--- src/rtl/spim_pkg.sv ---
package spim_pkg;
  localparam int unsigned ADDR_W = 6;
  localparam int unsigned DATA_W = 16;
  localparam int unsigned LEN_W  = 4;

  localparam logic [ADDR_W-1:0] OFS_CTRL = 6'h00;
  localparam logic [ADDR_W-1:0] OFS_STAT = 6'h03;
  localparam logic [ADDR_W-1:0] OFS_DATA = 6'h04;
  localparam logic [ADDR_W-1:0] OFS_RATE = 6'h0A;
  localparam logic [ADDR_W-1:0] OFS_CMD  = 6'h10;

  // control bit positions
  localparam int unsigned CB_RXIE = 7;
  localparam int unsigned CB_EN   = 6;
  localparam int unsigned CB_TXIE = 5;
  localparam int unsigned CB_ERIE = 4;
  localparam int unsigned CB_TXO  = 1;

  // status bit positions
  localparam int unsigned SB_RXF  = 7;
  localparam int unsigned SB_TXE  = 5;
  localparam int unsigned SB_BUSY = 1;
  localparam int unsigned SB_OVR  = 0;

  typedef struct packed {
    logic             clk_dly_en;
    logic             neg_dly_en;
    logic             gap_dly_en;
    logic             lsb_first;
    logic [LEN_W-1:0] len_m1;
    logic             keep_sel;
    logic             rsvd;
    logic [1:0]       sel_num;
    logic [1:0]       div_ext;
    logic             cpol;
    logic             cpha;
  } cmd_t;
endpackage

--- src/rtl/spim_divider.sv ---
module spim_divider #(
  parameter int unsigned RATE_W = 8
) (
  input  logic              clk_i,
  input  logic              rst_ni,
  input  logic              run_i,
  input  logic [RATE_W-1:0] rate_i,
  output logic              tick_o
);
  logic [RATE_W-1:0] cnt_q;

  assign tick_o = run_i && (cnt_q == rate_i);

  always_ff @(posedge clk_i or negedge rst_ni) begin
    if (!rst_ni)                cnt_q <= '0;
    else if (!run_i || tick_o)  cnt_q <= '0;
    else                        cnt_q <= cnt_q + 1'b1;
  end
endmodule

--- src/rtl/spim_shifter.sv ---
module spim_shifter #(
  parameter int unsigned LEN_W   = 4,
  parameter int unsigned MIN_LEN = 8
) (
  input  logic                   clk_i,
  input  logic                   rst_ni,
  input  logic                   enable_i,
  input  logic                   cpol_i,
  input  logic                   cpha_i,
  input  logic                   lsb_first_i,
  input  logic [LEN_W-1:0]       len_m1_i,
  input  logic                   tick_i,
  input  logic                   tx_valid_i,
  input  logic [(1<<LEN_W)-1:0]  tx_word_i,
  input  logic                   miso_i,
  output logic                   load_o,
  output logic                   busy_o,
  output logic                   done_o,
  output logic [(1<<LEN_W)-1:0]  rx_word_o,
  output logic                   sck_o,
  output logic                   mosi_o
);
  localparam int unsigned FRAME_W = 1 << LEN_W;
  localparam logic [LEN_W-1:0] TOP   = LEN_W'(FRAME_W - 1);
  localparam logic [LEN_W-1:0] FLOOR = LEN_W'(MIN_LEN - 1);

  logic busy_q, sck_q, mosi_q, lsb_q, cpha_q;
  logic [LEN_W-1:0]   len_q, len_eff;
  logic [LEN_W:0]     half_q;
  logic [FRAME_W-1:0] tx_sr_q, rx_sr_q, tx_aligned, rx_next;
  logic leading, sample, last;

  function automatic logic head(input logic [FRAME_W-1:0] v, input logic lsb);
    return lsb ? v[0] : v[FRAME_W-1];
  endfunction

  function automatic logic [FRAME_W-1:0] adv(input logic [FRAME_W-1:0] v, input logic lsb);
    return lsb ? (v >> 1) : (v << 1);
  endfunction

  assign len_eff    = (len_m1_i < FLOOR) ? FLOOR : len_m1_i;
  // MSB-first frames are left-aligned so the head bit is always the top bit
  assign tx_aligned = lsb_first_i ? tx_word_i : (tx_word_i << (TOP - len_eff));
  assign load_o     = !busy_q && enable_i && tx_valid_i;
  assign leading    = !half_q[0];
  assign sample     = leading ^ cpha_q;
  assign last       = (half_q == {len_q, 1'b1});
  assign rx_next    = !sample ? rx_sr_q :
                      lsb_q   ? {miso_i, rx_sr_q[FRAME_W-1:1]} :
                                {rx_sr_q[FRAME_W-2:0], miso_i};
  assign done_o     = busy_q && tick_i && last;
  assign rx_word_o  = lsb_q ? (rx_next >> (TOP - len_q)) : rx_next;
  assign busy_o     = busy_q;
  assign sck_o      = sck_q;
  assign mosi_o     = mosi_q;

  always_ff @(posedge clk_i or negedge rst_ni) begin
    if (!rst_ni) begin
      busy_q  <= 1'b0;
      sck_q   <= 1'b0;
      mosi_q  <= 1'b0;
      lsb_q   <= 1'b0;
      cpha_q  <= 1'b0;
      len_q   <= '0;
      half_q  <= '0;
      tx_sr_q <= '0;
      rx_sr_q <= '0;
    end else if (!enable_i) begin
      busy_q <= 1'b0;
      sck_q  <= cpol_i;
    end else if (load_o) begin
      busy_q  <= 1'b1;
      half_q  <= '0;
      len_q   <= len_eff;
      lsb_q   <= lsb_first_i;
      cpha_q  <= cpha_i;
      sck_q   <= cpol_i;
      rx_sr_q <= '0;
      if (cpha_i) begin
        tx_sr_q <= tx_aligned;
      end else begin
        mosi_q  <= head(tx_aligned, lsb_first_i);
        tx_sr_q <= adv(tx_aligned, lsb_first_i);
      end
    end else if (busy_q) begin
      if (tick_i) begin
        sck_q   <= ~sck_q;
        half_q  <= half_q + 1'b1;
        rx_sr_q <= rx_next;
        if (!sample && !last) begin
          mosi_q  <= head(tx_sr_q, lsb_q);
          tx_sr_q <= adv(tx_sr_q, lsb_q);
        end
        if (last) busy_q <= 1'b0;
      end
    end else begin
      sck_q <= cpol_i;
    end
  end

  assert_sck_holds_between_ticks_R4: assert property (@(posedge clk_i) disable iff (!rst_ni)
    (busy_q && $past(busy_q) && !$past(tick_i)) |-> $stable(sck_q));
endmodule

--- src/rtl/spim_regs.sv ---
module spim_regs
  import spim_pkg::*;
#(
  parameter int unsigned RATE_W = 8
) (
  input  logic              clk_i,
  input  logic              rst_ni,
  input  logic              wr_en_i,
  input  logic              rd_en_i,
  input  logic [ADDR_W-1:0] addr_i,
  input  logic [DATA_W-1:0] wdata_i,
  output logic [DATA_W-1:0] rdata_o,
  input  logic              load_i,
  input  logic              done_i,
  input  logic              busy_i,
  input  logic [DATA_W-1:0] rx_word_i,
  output logic [DATA_W-1:0] tx_word_o,
  output logic              tx_valid_o,
  output logic [RATE_W-1:0] rate_o,
  output logic              enable_o,
  output logic              cpol_o,
  output logic              cpha_o,
  output logic              lsb_first_o,
  output logic [LEN_W-1:0]  len_m1_o,
  output logic              irq_o
);
  logic [7:0]        ctrl_q, stat;
  logic [RATE_W-1:0] rate_q;
  cmd_t              cmd_q;
  logic [DATA_W-1:0] tx_word_q, rx_word_q;
  logic              tx_full_q, rx_full_q, ovr_q;
  logic              wr_ctrl, wr_stat, wr_data, wr_rate, wr_cmd, rd_data;

  assign wr_ctrl = wr_en_i && (addr_i == OFS_CTRL);
  assign wr_stat = wr_en_i && (addr_i == OFS_STAT);
  assign wr_data = wr_en_i && (addr_i == OFS_DATA);
  assign wr_rate = wr_en_i && (addr_i == OFS_RATE);
  assign wr_cmd  = wr_en_i && (addr_i == OFS_CMD);
  assign rd_data = rd_en_i && (addr_i == OFS_DATA);

  always_ff @(posedge clk_i or negedge rst_ni) begin
    if (!rst_ni) begin
      ctrl_q    <= '0;
      rate_q    <= '0;
      cmd_q     <= '0;
      tx_word_q <= '0;
      tx_full_q <= 1'b0;
      rx_word_q <= '0;
      rx_full_q <= 1'b0;
      ovr_q     <= 1'b0;
    end else begin
      if (wr_ctrl) ctrl_q <= wdata_i[7:0];
      if (wr_rate) rate_q <= wdata_i[RATE_W-1:0];
      if (wr_cmd)  cmd_q  <= cmd_t'(wdata_i);
      if (wr_data) begin
        tx_word_q <= wdata_i;
        tx_full_q <= 1'b1;
      end else if (load_i) begin
        tx_full_q <= 1'b0;
      end
      if (rd_data) rx_full_q <= 1'b0;
      if (wr_stat && !wdata_i[SB_OVR]) ovr_q <= 1'b0;
      if (done_i && !ctrl_q[CB_TXO]) begin
        if (rx_full_q && !rd_data) begin
          ovr_q <= 1'b1;
        end else begin
          rx_word_q <= rx_word_i;
          rx_full_q <= 1'b1;
        end
      end
    end
  end

  always_comb begin
    stat          = '0;
    stat[SB_RXF]  = rx_full_q;
    stat[SB_TXE]  = !tx_full_q;
    stat[SB_BUSY] = busy_i;
    stat[SB_OVR]  = ovr_q;
    case (addr_i)
      OFS_CTRL: rdata_o = DATA_W'(ctrl_q);
      OFS_STAT: rdata_o = DATA_W'(stat);
      OFS_DATA: rdata_o = rx_word_q;
      OFS_RATE: rdata_o = DATA_W'(rate_q);
      OFS_CMD:  rdata_o = cmd_q;
      default:  rdata_o = '0;
    endcase
  end

  assign tx_word_o   = tx_word_q;
  assign tx_valid_o  = tx_full_q;
  assign rate_o      = rate_q;
  assign enable_o    = ctrl_q[CB_EN];
  assign cpol_o      = cmd_q.cpol;
  assign cpha_o      = cmd_q.cpha;
  assign lsb_first_o = cmd_q.lsb_first;
  assign len_m1_o    = cmd_q.len_m1;
  assign irq_o       = (ctrl_q[CB_RXIE] && rx_full_q) ||
                       (ctrl_q[CB_TXIE] && !tx_full_q) ||
                       (ctrl_q[CB_ERIE] && ovr_q);

  assert_disable_stops_shift_R2: assert property (@(posedge clk_i) disable iff (!rst_ni)
    !ctrl_q[CB_EN] |=> !busy_i);
  assert_load_has_data_R3: assert property (@(posedge clk_i) disable iff (!rst_ni)
    load_i |-> tx_full_q);
  assert_capture_sets_full_R7: assert property (@(posedge clk_i) disable iff (!rst_ni)
    (done_i && !ctrl_q[CB_TXO] && !rx_full_q) |=> rx_full_q);
  assert_txonly_no_full_R8: assert property (@(posedge clk_i) disable iff (!rst_ni)
    (done_i && ctrl_q[CB_TXO]) |=> !$rose(rx_full_q));
  assert_overrun_drops_R9: assert property (@(posedge clk_i) disable iff (!rst_ni)
    (done_i && !ctrl_q[CB_TXO] && rx_full_q && !rd_data) |=> (ovr_q && $stable(rx_word_q)));
endmodule

--- src/rtl/spi_host_ctrl.sv ---
module spi_host_ctrl
  import spim_pkg::*;
#(
  parameter int unsigned RATE_W  = 8,
  parameter int unsigned MIN_LEN = 8
) (
  input  logic              clk_i,
  input  logic              rst_ni,
  input  logic              wr_en_i,
  input  logic              rd_en_i,
  input  logic [ADDR_W-1:0] addr_i,
  input  logic [DATA_W-1:0] wdata_i,
  output logic [DATA_W-1:0] rdata_o,
  output logic              sck_o,
  output logic              mosi_o,
  input  logic              miso_i,
  output logic              cs_no,
  output logic              irq_o
);
  logic [DATA_W-1:0] tx_word, rx_word;
  logic [RATE_W-1:0] rate;
  logic [LEN_W-1:0]  len_m1;
  logic tx_valid, load, done, busy, tick, enable, cpol, cpha, lsb_first;

  spim_regs #(.RATE_W(RATE_W)) i_regs (
    .clk_i, .rst_ni, .wr_en_i, .rd_en_i, .addr_i, .wdata_i, .rdata_o,
    .load_i(load), .done_i(done), .busy_i(busy), .rx_word_i(rx_word),
    .tx_word_o(tx_word), .tx_valid_o(tx_valid), .rate_o(rate),
    .enable_o(enable), .cpol_o(cpol), .cpha_o(cpha),
    .lsb_first_o(lsb_first), .len_m1_o(len_m1), .irq_o
  );

  spim_divider #(.RATE_W(RATE_W)) i_div (
    .clk_i, .rst_ni, .run_i(busy), .rate_i(rate), .tick_o(tick)
  );

  spim_shifter #(.LEN_W(LEN_W), .MIN_LEN(MIN_LEN)) i_shift (
    .clk_i, .rst_ni, .enable_i(enable), .cpol_i(cpol), .cpha_i(cpha),
    .lsb_first_i(lsb_first), .len_m1_i(len_m1), .tick_i(tick),
    .tx_valid_i(tx_valid), .tx_word_i(tx_word), .miso_i,
    .load_o(load), .busy_o(busy), .done_o(done), .rx_word_o(rx_word),
    .sck_o, .mosi_o
  );

  assign cs_no = ~enable;
endmodule

--- config.mk ---
export PLATFORM = sky130hd
export DESIGN_NAME = spi_host_ctrl
export DESIGN_NICKNAME = d
export VERILOG_FILES = /design/src/rtl/spim_pkg.sv /design/src/rtl/spim_divider.sv /design/src/rtl/spim_shifter.sv /design/src/rtl/spim_regs.sv /design/src/rtl/spi_host_ctrl.sv
export SDC_FILE = /design/constraint.sdc
export NUM_CORES = 1
export LEC_CHECK = 0
export ABC_AREA = 1
export BUFFER_PORTS_ARGS = -buffer_cell sky130_fd_sc_hd__buf_2
export CORE_MARGIN = 2
export CORE_UTILIZATION = 50
export CTS_BUF_LIST = sky130_fd_sc_hd__clkbuf_4
export DETAILED_ROUTE_END_ITERATION = 6
export PLACE_DENSITY = 0.68
export SLEW_MARGIN = 0
export SYNTH_ARGS = -nofsm -noshare
export SYNTH_HDL_FRONTEND = slang
export SYNTH_SLANG_ARGS = --single-unit
--- constraint.sdc ---
create_clock -name clk_i -period 1.93 [get_ports clk_i]
set_input_delay 0.2895 -clock clk_i [delete_from_list [all_inputs] [get_ports clk_i]]
set_output_delay 0.2895 -clock clk_i [all_outputs]
set_load 0.1 [all_outputs]
==> impl_metrics.tcl, run 1 <==
set metrics [dict create \
    grt_max_degree 46 \
    route.detailed.drc 0 \
    grt_pass1_vias 7903 \
    outcome "finished with violations" \
    critPathRequiredTime_ns 1.64 \
    numCtsBuffers 17 \
    synth_nets 1269 \
    die_w_um 131.2 \
    rows 46 \
    path_class "flop to primary output" \
    synth-simple-area-share_pct 40.65 \
    die_h_um 131.2 \
    maxSlewViolCount 0 \
    synth_compound_area_share_pct 12.20 \
    endpoint_kind "primary output" \
    period_share_pct 104.7 \
    maxSlewHeadroom_pct 67.73 \
    area_delta_synth_final_pct 26.08 \
    final_cell_mix "439 x nand2_1, 203 x nand3_1, 119 x dfrtp_1" \
    synth_ff_type "dfrtp_1" \
    synthMuxAreaShare_pct 0 \
    synthXorXnorAreaFrac_pct 0.4329 \
    rsz0062_at_grt "yes" \
    cts.htree.levels 4 \
    overflow 0 \
    crit_path_top_delay_cell "dfrtp_1" \
    drt_pre_antenna_iters 5 \
    vias_per_cell 5.512 \
    final_net_count 1384 \
    switching_share_pct 44.73 \
    clkPwrFrac_pct 19.1 \
    seqPwrFrac_pct 33.4 \
    p_leak_uw 0.004913 \
    post-place-ws_ns -0.08531 \
    finalCriticalPeriod_ns 2.020 \
    p_sw_uw 4444 \
    path_buf_inv 3 \
    fmax_mhz 495.0 \
    synth_edf_count 0 \
    synth_adder_area_share_pct 0.3092 \
    synth_cell_types 44 \
    stdcell_count 1585 \
    worstSetupStartpointType "flop" \
    cts-root-buf "clkbuf_4" \
    ys.warnings.count 0 \
    cpPeakStageDelay_ns 0.41 \
    vias 8737 \
    hold_viol 0 \
    cts_tree "yes" \
    dp.cells 1515 \
    avgSynthCellArea_um2 6.526 \
    ir_drop_v 0.0007244 \
    wirelength_mm 26.04 \
    start_util_pct 51.13 \
    yosysSeqAreaShare_pct 37.41 \
    synth.cell_area_mm2 0.008093 \
    layout_commonest_cell "nand2_1" \
    ant_nets 0 \
    crit_family "flip-flops" \
    async_reset_ff_share_pct 100.0 \
    path_max_fanout 2 \
    grt_pass1_wl_mm 41.49 \
    worstPathArrival_ns 1.73 \
    cts.path.max_buffers 2 \
    setup_viol 6 \
    synth_top_family_by_area "simple AND/OR/NAND/NOR gates" \
    power_density_mw_per_mm2 973.6 \
    path_cells "inv_2, buf_6, o22ai_4, a21oi_2, o211ai_1, buf_12" \
    power.internal_uw 5490 \
    gp_congestion 0.9713 \
    drive_gt1_share_pct 19.59 \
    cap_violations 0 \
    antenna_found_initial 1 \
    wl_per_cell_um 16.43 \
    worstMarginPinSlew_ns 0.4874 \
    die_area_mm2 0.01722 \
    cts.sinks 121 \
    clkSlewWorstSetupHoldPaths_ns 0.12 \
    synth_seq_cells 121 \
    io_pins 47 \
    violations "setup timing" \
    hpwl_mm 19.13 \
    syn_inst 1240 \
    timing.final.ws_setup_ns -0.09016 \
    fill_cells 1457 \
    hp-class "input port to flop" \
    drt_iter0_drc 1056 \
    fin_skew_ns 0.02089 \
    coreArea_mm2 0.01583 \
    grt_use_total_pct 29.79 \
    p_comb_share_pct 47.5 \
    port_buffers 46 \
    clock_latency_ns 0.55 \
]
[what timing repair did]
item	4_1_cts	5_1_grt
endpoints found under the hold margin	104	1
resized for setup	19	51
hold buffers	9	1
pin swaps	7	28
gates cloned	0	7
buffers inserted	6	14
endpoints found under the setup margin	25	63
[Yosys cell counts, types with 6 or more instances]
library cell,n,area share (%)
nand2_1,448,21
inv_1,103,4.8
dfrtp_1,121,37
a21oi_1,29,1.8
nor2_1,69,3.2
o211ai_1,9,0.83
a31oi_1,9,0.70
buf_2,24,1.5
inv_2,8,0.37
clkbuf_1,23,1.1
nand4_1,6,0.46
nand3_1,205,13
o2111ai_1,7,0.76
o21ai_0,97,6.0
a21oi_2,7,0.76
nor3_1,9,0.56
[power by group through the flow]
stage	clock network, µW	logic, µW	registers [µW]
floorplan	0	3140	3300
global placement	0	4370	3340
detailed placement	0	4370	3340
CTS	1930	4450	3300
global route	2040	5250	3370
finish	1900	4720	3320
[final cells by class]
| cell class | count | area [µm²] | area share (%) |
|---|---|---|---|
| inverters | 112 | 432.9 | 4.243 |
| diodes | 1 | 2.502 | 0.02452 |
| flip-flops and latches | 121 | 3030 | 29.70 |
| clock inverters | 14 | 156.4 | 1.533 |
| multi-input cells | 949 | 4678 | 45.85 |
| well taps | 216 | 270.3 | 2.649 |
| clock buffers | 18 | 135.1 | 1.324 |
| repair buffers | 154 | 1498 | 14.68 |
[per-stage QoR]
step	area, µm²	power, µW	setup TNS (ns)	util, %	hold WS (ns)
finish	10200	9934	-0.2404	64.47	0.01790
global route	10200	10650	-2.199	64.47	0.00003375
CTS	9822	9681	-0.2567	62.06	0.003277
detailed placement	9331	7710	-0.7279	58.96	0.1931
global placement	9331	7709	-0.2101	58.96	0.1899
floorplan	8265	6442	-4.170	-	-0.006091
[metal layers]
layer  global-route usage (%)  vias to the layer above  wire (µm)
li1                         -                     4282          -
met1                    44.85                     4077      12380
met2                    45.03                      348      11610
met3                    5.324                       30       1753
met4                    6.159                        0        307
met5                        0                        -          0
[registers in the layout, indices dropped and copies added (netlist names), 4 cells and up]
| name | cells |
|---|---|
| i_regs.rx_word_q | 16 |
| i_regs.tx_word_o | 16 |
| i_shift.rx_sr_q | 16 |
| i_shift.tx_sr_q | 16 |
| i_regs.cmd_q | 9 |
| i_div.cnt_q | 8 |
| i_regs.ctrl_q | 8 |
| i_regs.rate_o | 8 |
| i_shift.half_q | 5 |
| i_regs.len_m1_o | 4 |
| i_shift.len_q | 4 |
[worst reg2reg max path: stages (launching register included)]
cell and delay, ns:
dfrtp_1 0.41, buf_4 0.14, nand2_1 0.07, nand2_2 0.06
inv_2 0.05, nand2_2 0.05, nor2_4 0.12, nand3b_1 0.18
buf_6 0.19, nor2_4 0.21, nor2_4 0.12, nor2_2 0.13
nand3_1 0.08, nand2_1 0.07, inv_1 0.03
[cells by family after synthesis]
| kind of cell | Yosys count |
|---|---|
| AOI/OAI and AO/OA | 174 |
| xor gates and xnor gates | 4 |
| adders and majority gates | 2 |
| buffers and inverters | 173 |
| DFF | 121 |
| and+or+nand+nor | 766 |
[worst paths after layout]
check / slack, ns / depth (start not counted) / endpoint / from
worst max-delay path: -0.09 / 6 / rdata_o[0] / i_regs.rate_o[0]
worst min-delay path: 0.02 / 3 / i_regs.rate_o[3] / wdata_i[3]
worst max register to register: -0.05 / 14 / i_shift.tx_sr_q[14] / i_regs.rate_o[0]
worst min register to register: 0.50 / 2 / i_regs.ctrl_q[2] / i_regs.ctrl_q[2]
max in group asynchronous: 1.06 / 3 / i_regs.lsb_first_o / rst_ni
min in group asynchronous: 0.16 / 2 / i_regs.rate_o[3] / rst_ni
(Power assumes the default switching activity.)
==> run 2, diff against run 1 <==
--- a/config.mk
+++ b/config.mk
@@ -8,11 +8,13 @@
 export ABC_AREA = 1
 export BUFFER_PORTS_ARGS = -buffer_cell sky130_fd_sc_hd__buf_2
 export CORE_MARGIN = 2
-export CORE_UTILIZATION = 50
+export CORE_UTILIZATION = 48
 export CTS_BUF_LIST = sky130_fd_sc_hd__clkbuf_4
 export DETAILED_ROUTE_END_ITERATION = 6
-export PLACE_DENSITY = 0.68
+export GPL_TIMING_DRIVEN = 0
+export PLACE_DENSITY = 0.66
 export SLEW_MARGIN = 0
 export SYNTH_ARGS = -nofsm -noshare
 export SYNTH_HDL_FRONTEND = slang
+export SYNTH_HIERARCHICAL = 1
 export SYNTH_SLANG_ARGS = --single-unit
==> run 2 against run 1 <==
The flow still finishes with violations (setup timing). Clock skew decreased by 0.0017 ns. Worst setup slack got worse by 0.19 ns. Critical path depth increased by 8. Clock power decreased by 4%. Non-clock buffer count increased by 5. Die area increased by 3.3%. Total power increased by 8.1%. Register-to-register slack got worse by 0.23 ns. Global-route usage decreased by 1.2 points. Clock-buffer cell count decreased by 1. Maximum frequency decreased by 8.6%. Synthesized area decreased by 0.77%. Largest cell class unchanged.
==> impl_metrics.tcl, run 2 <==
set metrics [dict create \
    p_comb_share_pct 52.3 \
    synth_common_cells "401 x nand2_1, 164 x nand3_1, 121 x dfrtp_1, 102 x o21ai_0, 92 x inv_1" \
    synth.cell_area_mm2 0.008030 \
    path_cells "xnor2_1, nand2_1, nor2_1, nand2_2, nor2_4, inv_2, buf_4, nor3_4, inv_2, nor2_4, nand2_4, buf_6, nand2_2, nand2_1" \
    path_class "flop to flop" \
    worstMarginPinSlew_ns 0.6195 \
    p_sw_uw 5166 \
    synth_cell_types 46 \
    numCtsBuffers 17 \
    avgSynthCellArea_um2 6.881 \
    worstPathArrival_ns 2.63 \
    area_delta_synth_final_pct 25.34 \
    timing.final.ws_setup_ns -0.2800 \
    worstSetupStartpointType "flop" \
    rrSetupSlack_ns -0.28 \
    synth_seq_cells 121 \
    clock_latency_ns 0.53 \
    antenna_found_initial 1 \
    yosysSeqAreaShare_pct 37.71 \
    grt_max_degree 94 \
    hold_viol 0 \
    hp-start "wdata_i[5]" \
    crit_family "simple AND/OR/NAND/NOR gates" \
    vias_per_cell 5.484 \
    synthTopCellsByArea "dfrtp_1 38%, nand2_1 19%, nand3_1 10%" \
    die_w_um 133.3 \
    rows 47 \
    regArea_mm2 0.003032 \
    final_net_count 1317 \
    ys.warnings.count 6 \
    final_cell_mix "385 x nand2_1, 160 x nand3_1, 118 x dfrtp_1" \
    outcome "finished with violations" \
    path_buf_inv 4 \
    violations "setup timing" \
    power_density_mw_per_mm2 1067 \
    cts-root-buf "clkbuf_4" \
    syn_inst 1167 \
    die_area_mm2 0.01778 \
    crit_path_top_delay_cell "dfrtp_1" \
    grt_pass1_wl_mm 40.17 \
    cpPeakStageDelay_ns 0.45 \
    switching_share_pct 48.09 \
    cts.htree.levels 4 \
    maxSlewViolCount 0 \
    seqPwrFrac_pct 30.6 \
    hp-class "input port to flop" \
    io_pins 47 \
    port_buffers 45 \
    coreArea_mm2 0.01647 \
    yosysMostFrequentCell "nand2_1" \
    clkSlewWorstSetupHoldPaths_ns 0.13 \
    vias 8346 \
    cap_violations 0 \
    maxSlewHeadroom_pct 58.55 \
    hold_ws_ns 0.05067 \
    setup_tns_ns -10.04 \
    drive_gt1_share_pct 24.37 \
    endpoint_kind "flop" \
    timing.rr.start "i_regs/rate_o[6]" \
    fmax_mhz 452.5 \
    grt_use_total_pct 28.63 \
    fin_skew_ns 0.01914 \
    setup_viol 53 \
    wirelength_mm 25.56 \
    ir_drop_v 0.0005080 \
    period_share_pct 114.5 \
    route.detailed.drc 0 \
    cts_tree "yes" \
    finalCriticalPeriod_ns 2.210 \
    synth_nets 1196 \
    cts.path.max_buffers 2 \
    min_path_cells 3 \
    path_max_fanout 5 \
    start_util_pct 48.77 \
    synth_top_area_cell "dfrtp_1" \
    wl_per_cell_um 16.80 \
    synth_edf_count 0 \
    rsz0062_at_grt "yes" \
    grt_pass1_vias 7845 \
    async_reset_ff_share_pct 100.0 \
    hpwl_mm 18.24 \
    synth_ff_type "dfrtp_1" \
    drt_iter0_drc 557 \
    drt_pre_antenna_iters 5 \
    clkPwrFrac_pct 17.0 \
    hold_path_end "i_regs/cmd_q[5]" \
    ant_nets 0 \
    synth_top_area_share_pct 37.71 \
    layout_commonest_cell "nand2_1" \
    stdcell_count 1522 \
    die_h_um 133.3 \
    dp.cells 1433 \
    overflow 0 \
    fill_cells 1531 \
    multi_input_area_mm2 0.004677 \
    gp_congestion 0.9475 \
    power.internal_uw 5577 \
    rr_endpoint "i_regs/rx_word_q[8]" \
    reg2reg_depth 14 \
    critPathRequiredTime_ns 2.35 \
    cts.sinks 121 \
    p_leak_uw 0.004959 \
]
run 2: cell count changes after synthesis, moves of 7 or more:
cell,before,now
a21oi_2,7,0
nor2_1,69,55
o2111ai_1,7,0
inv_1,103,92
o22ai_1,3,15
nand2_1,448,401
buf_2,24,15
nand3_2,1,9
o21ai_1,4,12
nand3_1,205,164
run 2: worst max path at each step:
stage / start / end / slack, ns / cells after the start
floorplan: addr_i[3] / rdata_o[10] / -0.20 / 4
global placement: rst_ni / i_div/cnt_q[2] / -1.09 / 1
detailed placement: i_regs/rate_o[3] / i_shift/tx_sr_q[14] / -0.53 / 15
CTS: i_regs/rate_o[6] / i_shift/tx_sr_q[13] / -0.19 / 15
global route: i_regs/rate_o[6] / i_regs/rx_word_q[8] / -0.41 / 14
finish: i_regs/rate_o[6] / i_regs/rx_word_q[8] / -0.28 / 14
run 2: tightest hold or removal path: stages:
cell	delay [ns]
buf_2	0.15
nand2_1	0.07
nand2_1	0.04
run 2: final cells by class:
class                   instances  share of cell area [%]
well taps                     220                   2.735
repair buffers                102                   9.535
clock buffers                  17                   1.268
clock inverters                15                   1.529
multi-input cells             881                   46.47
inverters                     108                   4.127
flip-flops and latches        121                   30.12
plain buffers                  57                   4.189
diodes                          1                 0.02486
run 2: what timing repair did:
action	4_1_cts	5_1_grt
hold buffers	15	0
setup buffers	27	13
hold endpoints to repair	56	0
resized for setup	94	97
cloned	3	2
pin swaps	7	18
endpoints found under the setup margin	66	74
run 2: logic make-up (layout without fill, tap and decap cells):
group | after synthesis | after routing | share of synthesized area, %
adder cells (fa/ha/maj) | 2 | 2 | 0.3116
multiplexers | 4 | 4 | 0.4986
XOR/XNOR | 11 | 11 | 1.200
buffers and inverters | 165 | 299 | 9.318
flip-flops | 121 | 121 | 37.71
AND/OR/NAND/NOR | 690 | 690 | 39.25
other | 0 | 1 | 0
AO/OA/AOI/OAI | 174 | 174 | 11.72
run 2: power groups by stage:
stage	Clock, µW	Sequential (µW)	Combinational (µW)
2_1_floorplan	0	3320	3660
6_report	1830	3290	5620
3_5_place_dp	0	3330	5010
3_3_place_gp	0	3330	5000
5_1_grt	2000	3340	6170
4_1_cts	1860	3280	5350
run 2: through the flow:
step                      util, %  total power, µW  instance area, µm²  worst slack [ns]
after global placement      52.48             8331                8642            -1.086
after floorplan                 -             6979                8142           -0.2033
after CTS                   58.48            10490                9629           -0.1908
final                       61.12            10740               10060           -0.2800
after detailed placement    52.69             8345                8676           -0.5314
after global routing        61.12            11510               10060           -0.4070
run 2: layer usage:
layer  track usage [%]  up-vias  share of wire [%]
met3             5.403       38                6.0
li1                  -     4064                  -
met4             8.452        0                1.8
met5                 0        -                  0
met2             47.39      283                 49
met1             38.41     3961                 43
